**config.mk**
```make
export PLATFORM = sky130hd
export DESIGN_NAME = isr_ctrl
export DESIGN_NICKNAME = d
export VERILOG_FILES = /design/src/rtl/isr_pkg.sv /design/src/rtl/isr_enable_reg.sv /design/src/rtl/isr_pend_bit.sv /design/src/rtl/isr_irq_reg.sv /design/src/rtl/isr_ctrl.sv
export SDC_FILE = /design/constraint.sdc
export NUM_CORES = 1
export LEC_CHECK = 0
export BUFFER_PORTS_ARGS = -buffer_cell sky130_fd_sc_hd__buf_2
export CAP_MARGIN = 20
export CORE_MARGIN = 1.5
export CORE_UTILIZATION = 44
export CTS_CLUSTER_SIZE = 12
export DETAILED_ROUTE_END_ITERATION = 8
export GPL_ROUTABILITY_DRIVEN = 0
export MAX_ROUTING_LAYER = met4
export PLACE_DENSITY_LB_ADDON = 0.15
export SLEW_MARGIN = 15
export SYNTH_ARGS = -nofsm -noshare
export SYNTH_HDL_FRONTEND = slang
export SYNTH_SLANG_ARGS = --single-unit
```
**constraint.sdc**
```tcl
create_clock -name clk -period 1 [get_ports clk]
set_input_delay 0.1 -clock clk [delete_from_list [all_inputs] [get_ports clk]]
set_output_delay 0.1 -clock clk [all_outputs]
set_load 0.1 [all_outputs]
```
**src/rtl/isr_pkg.sv**
```systemverilog
package isr_pkg;
  // per-bit action chosen for the pending flag each cycle
  typedef enum logic [1:0] {
    UPD_HOLD  = 2'd0,
    UPD_SET   = 2'd1,
    UPD_CLEAR = 2'd2
  } pend_upd_e;
endpackage

```
**src/rtl/isr_enable_reg.sv**
```systemverilog
module isr_enable_reg #(
  parameter int N_SRC = 8,
  parameter logic [N_SRC-1:0] SRC_VALID = '1
) (
  input  logic             clk,
  input  logic             rst,
  input  logic             wr_en,
  input  logic [N_SRC-1:0] wr_data,
  output logic [N_SRC-1:0] en_q
);
  always_ff @(posedge clk) begin
    if (rst)        en_q <= '0;
    else if (wr_en) en_q <= wr_data & SRC_VALID;
  end
endmodule

```
**src/rtl/isr_pend_bit.sv**
```systemverilog
module isr_pend_bit
  import isr_pkg::*;
(
  input  logic clk,
  input  logic rst,
  input  logic set_req,
  input  logic wr_en,
  input  logic wr_keep,
  output logic pend_q
);
  pend_upd_e upd;

  always_comb begin
    if (wr_en && !wr_keep) upd = UPD_CLEAR;
    else if (set_req)      upd = UPD_SET;
    else                   upd = UPD_HOLD;
  end

  always_ff @(posedge clk) begin
    if (rst) pend_q <= 1'b0;
    else begin
      case (upd)
        UPD_SET:   pend_q <= 1'b1;
        UPD_CLEAR: pend_q <= 1'b0;
        default:   pend_q <= pend_q;
      endcase
    end
  end
endmodule

```
**src/rtl/isr_irq_reg.sv**
```systemverilog
module isr_irq_reg #(
  parameter int N_SRC = 8
) (
  input  logic             clk,
  input  logic             rst,
  input  logic [N_SRC-1:0] pend,
  output logic             irq_q
);
  always_ff @(posedge clk) begin
    if (rst) irq_q <= 1'b0;
    else     irq_q <= |pend;
  end
endmodule

```
**src/rtl/isr_ctrl.sv**
```systemverilog
module isr_ctrl #(
  parameter int N_SRC = 8,
  parameter logic [N_SRC-1:0] SRC_VALID = 8'hBF
) (
  input  logic             clk,
  input  logic             rst,
  input  logic             wr_en,
  input  logic [N_SRC-1:0] wr_data,
  input  logic [N_SRC-1:0] evt_i,
  output logic [N_SRC-1:0] rd_data,
  output logic             irq_o
);
  logic [N_SRC-1:0] en_q;
  logic [N_SRC-1:0] set_req;
  logic [N_SRC-1:0] pend;

  isr_enable_reg #(.N_SRC(N_SRC), .SRC_VALID(SRC_VALID)) u_en (
    .clk(clk), .rst(rst), .wr_en(wr_en), .wr_data(wr_data), .en_q(en_q)
  );

  // events count only against the mask already in force
  assign set_req = evt_i & en_q;

  for (genvar i = 0; i < N_SRC; i++) begin : g_src
    isr_pend_bit u_bit (
      .clk(clk), .rst(rst), .set_req(set_req[i]),
      .wr_en(wr_en), .wr_keep(wr_data[i]), .pend_q(pend[i])
    );
  end

  isr_irq_reg #(.N_SRC(N_SRC)) u_irq (
    .clk(clk), .rst(rst), .pend(pend), .irq_q(irq_o)
  );

  assign rd_data = pend;
endmodule

```
* Word-level counts from Yosys, hierarchy flattened
Cells that the tools add are included.
** Storage, ports and cells
- Bits in registers :: 16
- Bits of input ports :: 19
- Word-level logic and storage cells :: 76
** Cells by class
- Equal/unequal tests :: 16
- Multiplexer cells :: 24
- Bitwise logic cells :: 1
- Reductions and logical operators :: 25
** Operators with widths (count)
- == test 2 x 1 -> 1 bit (second input constant) :: 8
- == test 2 bit (second input constant) :: 8
- 2-to-1 mux 2 bit :: 8
- one-hot mux 1 bit (2 select lines) :: 8
- nonzero test 2 bit :: 8
- bitwise AND 8 bit :: 1
- logical AND 1 bit :: 8
- zero test 1 bit :: 8
- 2-to-1 mux 1 bit :: 8
- OR reduction 8 bit :: 1

* Longest topological paths before layout
Gate-level depths: netlist of run 1.
- Depth in word-level cells :: 5
- Depth in mapped cells :: 3
- Mapped depth without buffers :: 2

* By module
A second synthesis of run 1 with hierarchy kept.
** Second synthesis, totals
- Cells, all modules :: 68
- Area total of the unflattened synthesis :: 726.9 um^2
** By module, submodules not included
- isr_pend_bit :: instances 8, cells an instance 4, area each 47.5 um^2, seq. area each 20.0 um^2
- isr_enable_reg :: instances 1, cells an instance 24, area each 259.0 um^2, seq. area each 140.1 um^2
- isr_ctrl :: instances 1, cells an instance 8, area each 50.0 um^2, seq. area each 0.0 um^2
- isr_irq_reg :: instances 1, cells an instance 4, area each 37.5 um^2, seq. area each 20.0 um^2

* Worst setup path before layout of run 1
OpenSTA, ideal clock, no wires.
- Kind :: register to output
- From :: register u_irq.irq_q
- To :: output irq_o
- Arrival time :: 909 ps
- Path slack :: -9 ps
- Cell stages (with the launch flop) :: 1
- Path buffers :: 0
- Path through :: dfxtp_1
** RTL lines
- from (decl) :: RTL line isr_irq_reg.sv:7 : output logic irq_q
- from (signal assigned) :: RTL line isr_irq_reg.sv:11 : else irq_q <= |pend;
- to (decl) :: RTL line isr_ctrl.sv:11 : output logic irq_o
No word-level cell between the ends.

* Final worst setup path of run 1
- From :: register g_src[5].u_bit.pend_q
- To :: output rd_data[5]
** RTL lines
- from (decl) :: RTL line isr_pend_bit.sv:9 : output logic pend_q
- from (signal assigned) :: RTL line isr_pend_bit.sv:25 : default: pend_q <= pend_q;
- to (decl) :: RTL line isr_ctrl.sv:10 : output logic [N_SRC-1:0] rd_data,
No word-level cell between the ends.

==> results of run 1 <==
## metrics by stage
| step | utilization (%) | hold WS [ns] | power [W] | worst slack, ns |
|---|---|---|---|---|
| floorplan | - | 0.247 | 0.000889 | 0.241 |
| global placement | 66.9 | 0.349 | 0.000982 | 0.193 |
| detailed placement | 66.9 | 0.366 | 0.000990 | 0.158 |
| CTS | 67.6 | 0.0586 | 0.00141 | 0.0470 |
| global route | 67.6 | 0.0734 | 0.00146 | 0.0133 |
| finish | 67.6 | 0.0642 | 0.00140 | 0.0576 |
## cells by family (layout without fill, tap and decap cells)
family	count (synthesis)	in the layout
compound gates	8	8
flops	16	16
buf+inv	11	30
mux	7	7
simple gates	25	25
## final cells by class
| type | count | share of cell area (%) |
|---|---|---|
| Timing Repair Buffer | 26 | 29.1 |
| Tap cell | 15 | 2.06 |
| Multi-Input combinational cell | 40 | 28.5 |
| Sequential cell | 16 | 36.4 |
| Clock buffer | 4 | 3.98 |
## flip-flops by register name (all words and copies together), names as in the netlist
name	flops
g_src.u_bit.pend_q	8
u_en.en_q	7
u_irq.irq_q	1
## cells in the final DEF (no fill, tap or decap)
master / Yosys / routed
clkbuf_8: 0 / 1
dfxtp_2: 0 / 9
nor3_2: 3 / 3
clkbuf_4: 0 / 3
buf_12: 0 / 9
nor4_1: 2 / 2
nor2_1: 7 / 7
nor2b_1: 5 / 5
mux2i_1: 7 / 7
nor3b_1: 1 / 1
nor3_1: 4 / 4
a21oi_1: 8 / 8
dfxtp_1: 16 / 7
and2b_1: 3 / 3
buf_2: 1 / 17
## timing repair
item / 4_1_cts / 5_1_grt
resized for setup: 8 / 0
endpoints found under the setup margin: 8 / 0
hold endpoints to repair: 0 / 0
## layer usage
metal  vias up  global-route usage [%]  share of wire (%)
li1        257                       -                  -
met1       220                    18.3                 42
met2        12                    27.8                 52
met3         2                    3.91                3.7
met4         0                    11.6                1.7
met5         -                       -                  0
## path summary, 6_finish.rpt
check	slack, ns	start	to	cells after the start
max	0.06	g_src[5].u_bit.pend_q	rd_data[5]	1
min	0.06	wr_data[2]	u_en.en_q[2]	3
min reg2reg	0.51	g_src[6].u_bit.pend_q	g_src[6].u_bit.pend_q	1
max reg2reg	0.15	g_src[4].u_bit.pend_q	u_irq.irq_q	2
## worst reg2reg max path, stage by stage, from the launching register on
cell	delay, ns
dfxtp_2	0.35
nor4_1	0.29
a21oi_1	0.10
## power by group through the flow
| stage | Clock [W] | Sequential [W] | Combinational (W) |
|---|---|---|---|
| global placement | 0 | 0.000701 | 0.000281 |
| finish | 0.000432 | 0.000694 | 0.000272 |
| global route | 0.000472 | 0.000699 | 0.000289 |
| detailed placement | 0 | 0.000703 | 0.000287 |
| floorplan | 0 | 0.000726 | 0.000164 |
| CTS | 0.000441 | 0.000695 | 0.000275 |
==> reports/results.tsv, run 1 <==
stage	metric	value	unit
timing	worst slew pin tran	0.314	ns
yosys	Synth area leader	dfxtp_1	
floorplanning	die extent in y	41.9	µm
layout	design area	912	µm²
global_routing	grt ovf	0	
clocking	hold buffers post-CTS	0	
floorplanning	# IOs	28	
layout	antenna cells	0	
detailed_routing	drt first-iter violations	1	
layout	Layout Cells excl Fill	101	
yosys	Post-Synth XOR/XNOR Area	0	%
hold_path	Hold Path Class	in -> reg	
clocking	total CTS buffers	3	
placed_design	IO buf count	26	
floorplanning	CORE AREA	0.00135	mm²
pwr	Switching Share	28.2	%
pwr	Combinational Power Share	19.5	%
yosys	top_reg_cell synth	dfxtp_1	
detailed_routing	routed vias	491	
pwr	Internal Pwr Total	0.00100	W
clocking	Bufs on Longest Clock Path	2	
yosys	post-synthesis mux area share	10.5	%
timing	Max Slew Vio Count	0	
critical_path	Slowest-stage cell, CP	dfxtp_2	
yosys	Async SR Flop Fraction	0	%
timing	Max Clock Skew	0.00305	ns
placed_design	HPWL after DPL	968	µm
timing	RSZ-0062 raised after global routing	false	
timing	Fin. Hold Viols	0	
pwr	clock power share	30.9	%
detailed_routing	average routed wire per standard cell	12.0	µm
clocking	clk root buf	clkbuf_4	
yosys	number of flops mapped to enable cells by yosys	0	
global_routing	pin count of the biggest net entering global routing	17	
timing	setup TNS	0	ns
yosys	Post-Syn Area per Cell	9.92	µm²
layout	fin nets	106	
yosys	post-synthesis register bit count	16	
yosys	sequential element share of the synthesized area	48.2	%
clocking	Skew-Pair Late Insertion Delay	0.28	ns
run	max_cap viols	0	
yosys	Post-Synthesis Cells	67	
yosys	Synth Area in Adders	0	%
placed_design	dpl cells	102	
critical_path	Crit path required time	0.90	ns
clocking	Clk pin slew, worst setup/hold paths	0.10	ns
critical_path	critical path peak fanout	3	
clocking	number of H-tree levels	1	
floorplanning	starting density of the core	49.2	%
global_routing	vias in the first global route	500	
yosys	largest family of logic cells by synthesized area	simple AND/OR/NAND/NOR gates	
yosys	Syn Nets	86	
pwr	P_leak	0.396	nW
critical_path	Setup crit start kind	flip-flop	
layout	area delta synth->final	37.3	%
timing	slew margin rel.	79.1	%
timing	# setup viols final	0	
layout	fillers	104	
detailed_routing	drt drc	0	
global_routing	overall routing resource usage	17.1	%
critical_path	delay-heaviest family, CP	flip-flops	
critical_path	crit path DAT	0.84	ns
timing	post-route clock period utilization	94.2	%
yosys	top post-synthesis cells by area	dfxtp_1 (48%), mux2i_1 (11%), buf_4 (10%)	
yosys	Post-Syn Area	664	µm²
yosys	Compound-Gate Fraction of Synth Area	6.03	%
critical_path	CP peak stage delay	0.38	ns
yosys	yosys warns	0	
clocking	# clock sinks	16	
layout	FF/Latch Area	332	µm²
critical_path	worst path cell trace	buf_12	
clocking	post-CTS setup buffer count	0	
floorplanning	die span in x	41.9	µm
detailed_routing	wirelength, routed	1220	µm
pwr	Sequential Power Share	49.6	%
yosys	synth cell count leaders	dfxtp_1 (16), buf_4 (9), a21oi_1 (8)	
global_routing	antenna violations before repair	0	
yosys	Synth top area share	48.2	%
global_routing	first-pass GRT wire length	2170	µm
yosys	Yosys cell types	13	
detailed_routing	vias per std cell	4.86	
placed_design	Area after DPL	903	µm²
pwr	power per cell area	1530	mW/mm²
yosys	simple-gate share of the synthesized area	22.6	%
detailed_routing	first-pass iteration count of the detailed router	2	
yosys	most frequent cell after synthesis	dfxtp_1	
pwr	Max IR drop VDD	846	µV
layout	layout cells sized above 1	48.8	%
critical_path	Setup CP Type	reg -> out	
floorplanning	site row count	13	
critical_path	WP buf/inv	1	
floorplanning	die area	0.00175	mm²
pwr	switching power	0.000394	W
layout	multi-input logic area	260	µm²
status	status	finished, final reports clean	
timing	fin crit period	0.942	ns
clocking	CTS tree	done	
critical_path	crit end category	primary output	
timing	Max Clk Rate	1.06	GHz
detailed_routing	ANT nets after route	0	
Note: power is estimated with default switching activity, not from simulation.
==> run 2: changes to the inputs <==
--- a/config.mk
+++ b/config.mk
@@ -7,7 +7,7 @@
 export LEC_CHECK = 0
 export BUFFER_PORTS_ARGS = -buffer_cell sky130_fd_sc_hd__buf_2
 export CAP_MARGIN = 20
-export CORE_MARGIN = 1.5
+export CORE_MARGIN = 1
 export CORE_UTILIZATION = 44
 export CTS_CLUSTER_SIZE = 12
 export DETAILED_ROUTE_END_ITERATION = 8
==> reports/results.tsv, run 2 (synthesis results as in run 1) <==
stage	metric	value	unit
status	status	finished, final reports clean	
placed_design	pre-CTS setup slack	0.168	ns
floorplanning	# IOs	28	
pwr	Sequential Power Share	53.4	%
clocking	hold buffers post-CTS	0	
layout	area delta synth->final	41.4	%
layout	layout cells sized above 1	51.1	%
pwr	power per cell area	1390	mW/mm²
floorplanning	die extent in y	40.9	µm
critical_path	reg-to-reg startpoint	g_src[5].u_bit.pend_q	
layout	largest registers	g_src.u_bit.pend_q (8), u_en.en_q (7), u_irq.irq_q (1)	
floorplanning	die area	0.00167	mm²
clocking	clk root buf	clkbuf_4	
detailed_routing	vias per std cell	5.01	
clocking	Clk pin slew, worst setup/hold paths	0.09	ns
detailed_routing	routed vias	516	
critical_path	r2r setup slk	0.06	ns
clocking	total CTS buffers	3	
critical_path	CP peak stage delay	0.41	ns
layout	Largest register FFs	8	
timing	Max Clk Rate	1.01	GHz
detailed_routing	ANT nets after route	0	
critical_path	delay-heaviest family, CP	flip-flops	
floorplanning	die span in x	40.9	µm
pwr	switching power	0.000376	W
global_routing	vias in the first global route	434	
pwr	Switching Share	28.9	%
placed_design	Area after DPL	903	µm²
layout	Biggest register	g_src.u_bit.pend_q	
hold_path	Hold Path Class	in -> reg	
detailed_routing	first-pass iteration count of the detailed router	3	
critical_path	Slowest-stage cell, CP	dfxtp_2	
detailed_routing	drt first-iter violations	3	
clocking	Skew-Pair Late Insertion Delay	0.28	ns
layout	antenna cells	0	
timing	fin crit period	0.991	ns
critical_path	worst path cell trace	buf_12	
floorplanning	site row count	13	
timing	worst slew pin tran	0.316	ns
critical_path	Critical path destination	rd_data[1]	
layout	commonest non-fill, non-tap cell in the layout	buf_2	
global_routing	grt ovf	0	
critical_path	Crit path required time	0.90	ns
placed_design	HPWL after DPL	906	µm
timing	Fin. Hold Viols	0	
pwr	Combinational Power Share	21.5	%
timing	Max Clock Skew	0.00960	ns
floorplanning	starting density of the core	49.2	%
floorplanning	CORE AREA	0.00135	mm²
layout	Layout Utilization	69.6	%
pwr	clock power share	25.1	%
global_routing	first-pass GRT wire length	1840	µm
critical_path	Critical Path Stages	1	
layout	most frequent cells in the layout	buf_2 (17), dfxtp_2 (9), buf_12 (9), a21oi_1 (8)	
global_routing	pin count of the biggest net entering global routing	17	
timing	RSZ-0062 raised after global routing	true	
timing	slew margin rel.	78.9	%
pwr	Max IR drop VDD	905	µV
clocking	Bufs on Longest Clock Path	2	
pwr	P_leak	0.412	nW
detailed_routing	average routed wire per standard cell	12.4	µm
layout	fin nets	109	
critical_path	reg2reg path depth	3	
critical_path	crit path from	g_src[1].u_bit.pend_q	
critical_path	Reg-to-Reg End	u_irq.irq_q	
critical_path	critical path peak fanout	3	
pwr	Internal Pwr Total	0.000928	W
critical_path	Setup crit start kind	flip-flop	
placed_design	IO buf count	26	
run	max_cap viols	0	
layout	design area	940	µm²
clocking	number of H-tree levels	1	
critical_path	crit end category	primary output	
global_routing	overall routing resource usage	18.4	%
critical_path	WP buf/inv	1	
timing	setup ws final	0.00926	ns
global_routing	antenna violations before repair	0	
detailed_routing	drt drc	0	
timing	Max Slew Vio Count	0	
clocking	CTS tree	done	
timing	# setup viols final	0	
timing	post-route clock period utilization	99.1	%
detailed_routing	wirelength, routed	1270	µm
critical_path	Setup CP Type	reg -> out	
critical_path	crit path DAT	0.89	ns
clocking	# clock sinks	16	
==> run 2: changes by cell type in the layout (fill, tap and decap cells not counted), sizes merged <==
cell / before / now
buf: 26 / 29
clkbuf: 4 / 3
==> run 2: worst min path at each step <==
stage,depth (start not counted),end,from
2_1_floorplan,2,u_en.en_q[0],wr_data[0]
3_3_place_gp,3,u_en.en_q[5],wr_data[5]
3_5_place_dp,3,u_en.en_q[2],wr_data[2]
4_1_cts,3,u_en.en_q[2],wr_data[2]
5_1_grt,3,u_en.en_q[5],wr_data[5]
6_report,3,u_en.en_q[5],wr_data[5]
==> run 2: power groups by stage <==
stage	clock (W)	combinational (W)	sequential, W
detailed placement	0	0.000287	0.000703
floorplan	0	0.000164	0.000726
finish	0.000328	0.000280	0.000696
global placement	0	0.000281	0.000701
CTS	0.000334	0.000278	0.000694
global route	0.000358	0.000299	0.000699
==> run 2: cell type report <==
type | count | area (µm²)
fillers | 112 | 410
well taps | 15 | 18.8
multi-input cells | 40 | 275
clock buffers | 3 | 22.5
repair buffers | 29 | 292
flip-flops and latches | 16 | 332
==> run 2: per-stage QoR <==
| stage | setup TNS, ns | hold WS [ns] | power [W] | std cells |
|---|---|---|---|---|
| after global placement | 0 | 0.348 | 0.000982 | 102 |
| after CTS | 0 | 0.0694 | 0.00131 | 102 |
| after detailed placement | 0 | 0.365 | 0.000990 | 102 |
| after floorplan | 0 | 0.247 | 0.000889 | 67 |
| final | 0 | 0.0643 | 0.00130 | 103 |
| after global routing | -0.0241 | 0.0885 | 0.00136 | 103 |
==> run 2: timing repair <==
item	in CTS	in global routing
resized for setup	6	5
endpoints found under the setup margin	5	5
buffers inserted	1	1
==> run 2: layer usage <==
layer | GRT usage, % | vias to the layer above | wire, µm
li1 | - | 263 | -
met1 | 20.7 | 235 | 544
met2 | 28.1 | 14 | 644
met3 | 3.26 | 4 | 41
met4 | 15.0 | 0 | 42
met5 | - | - | 0
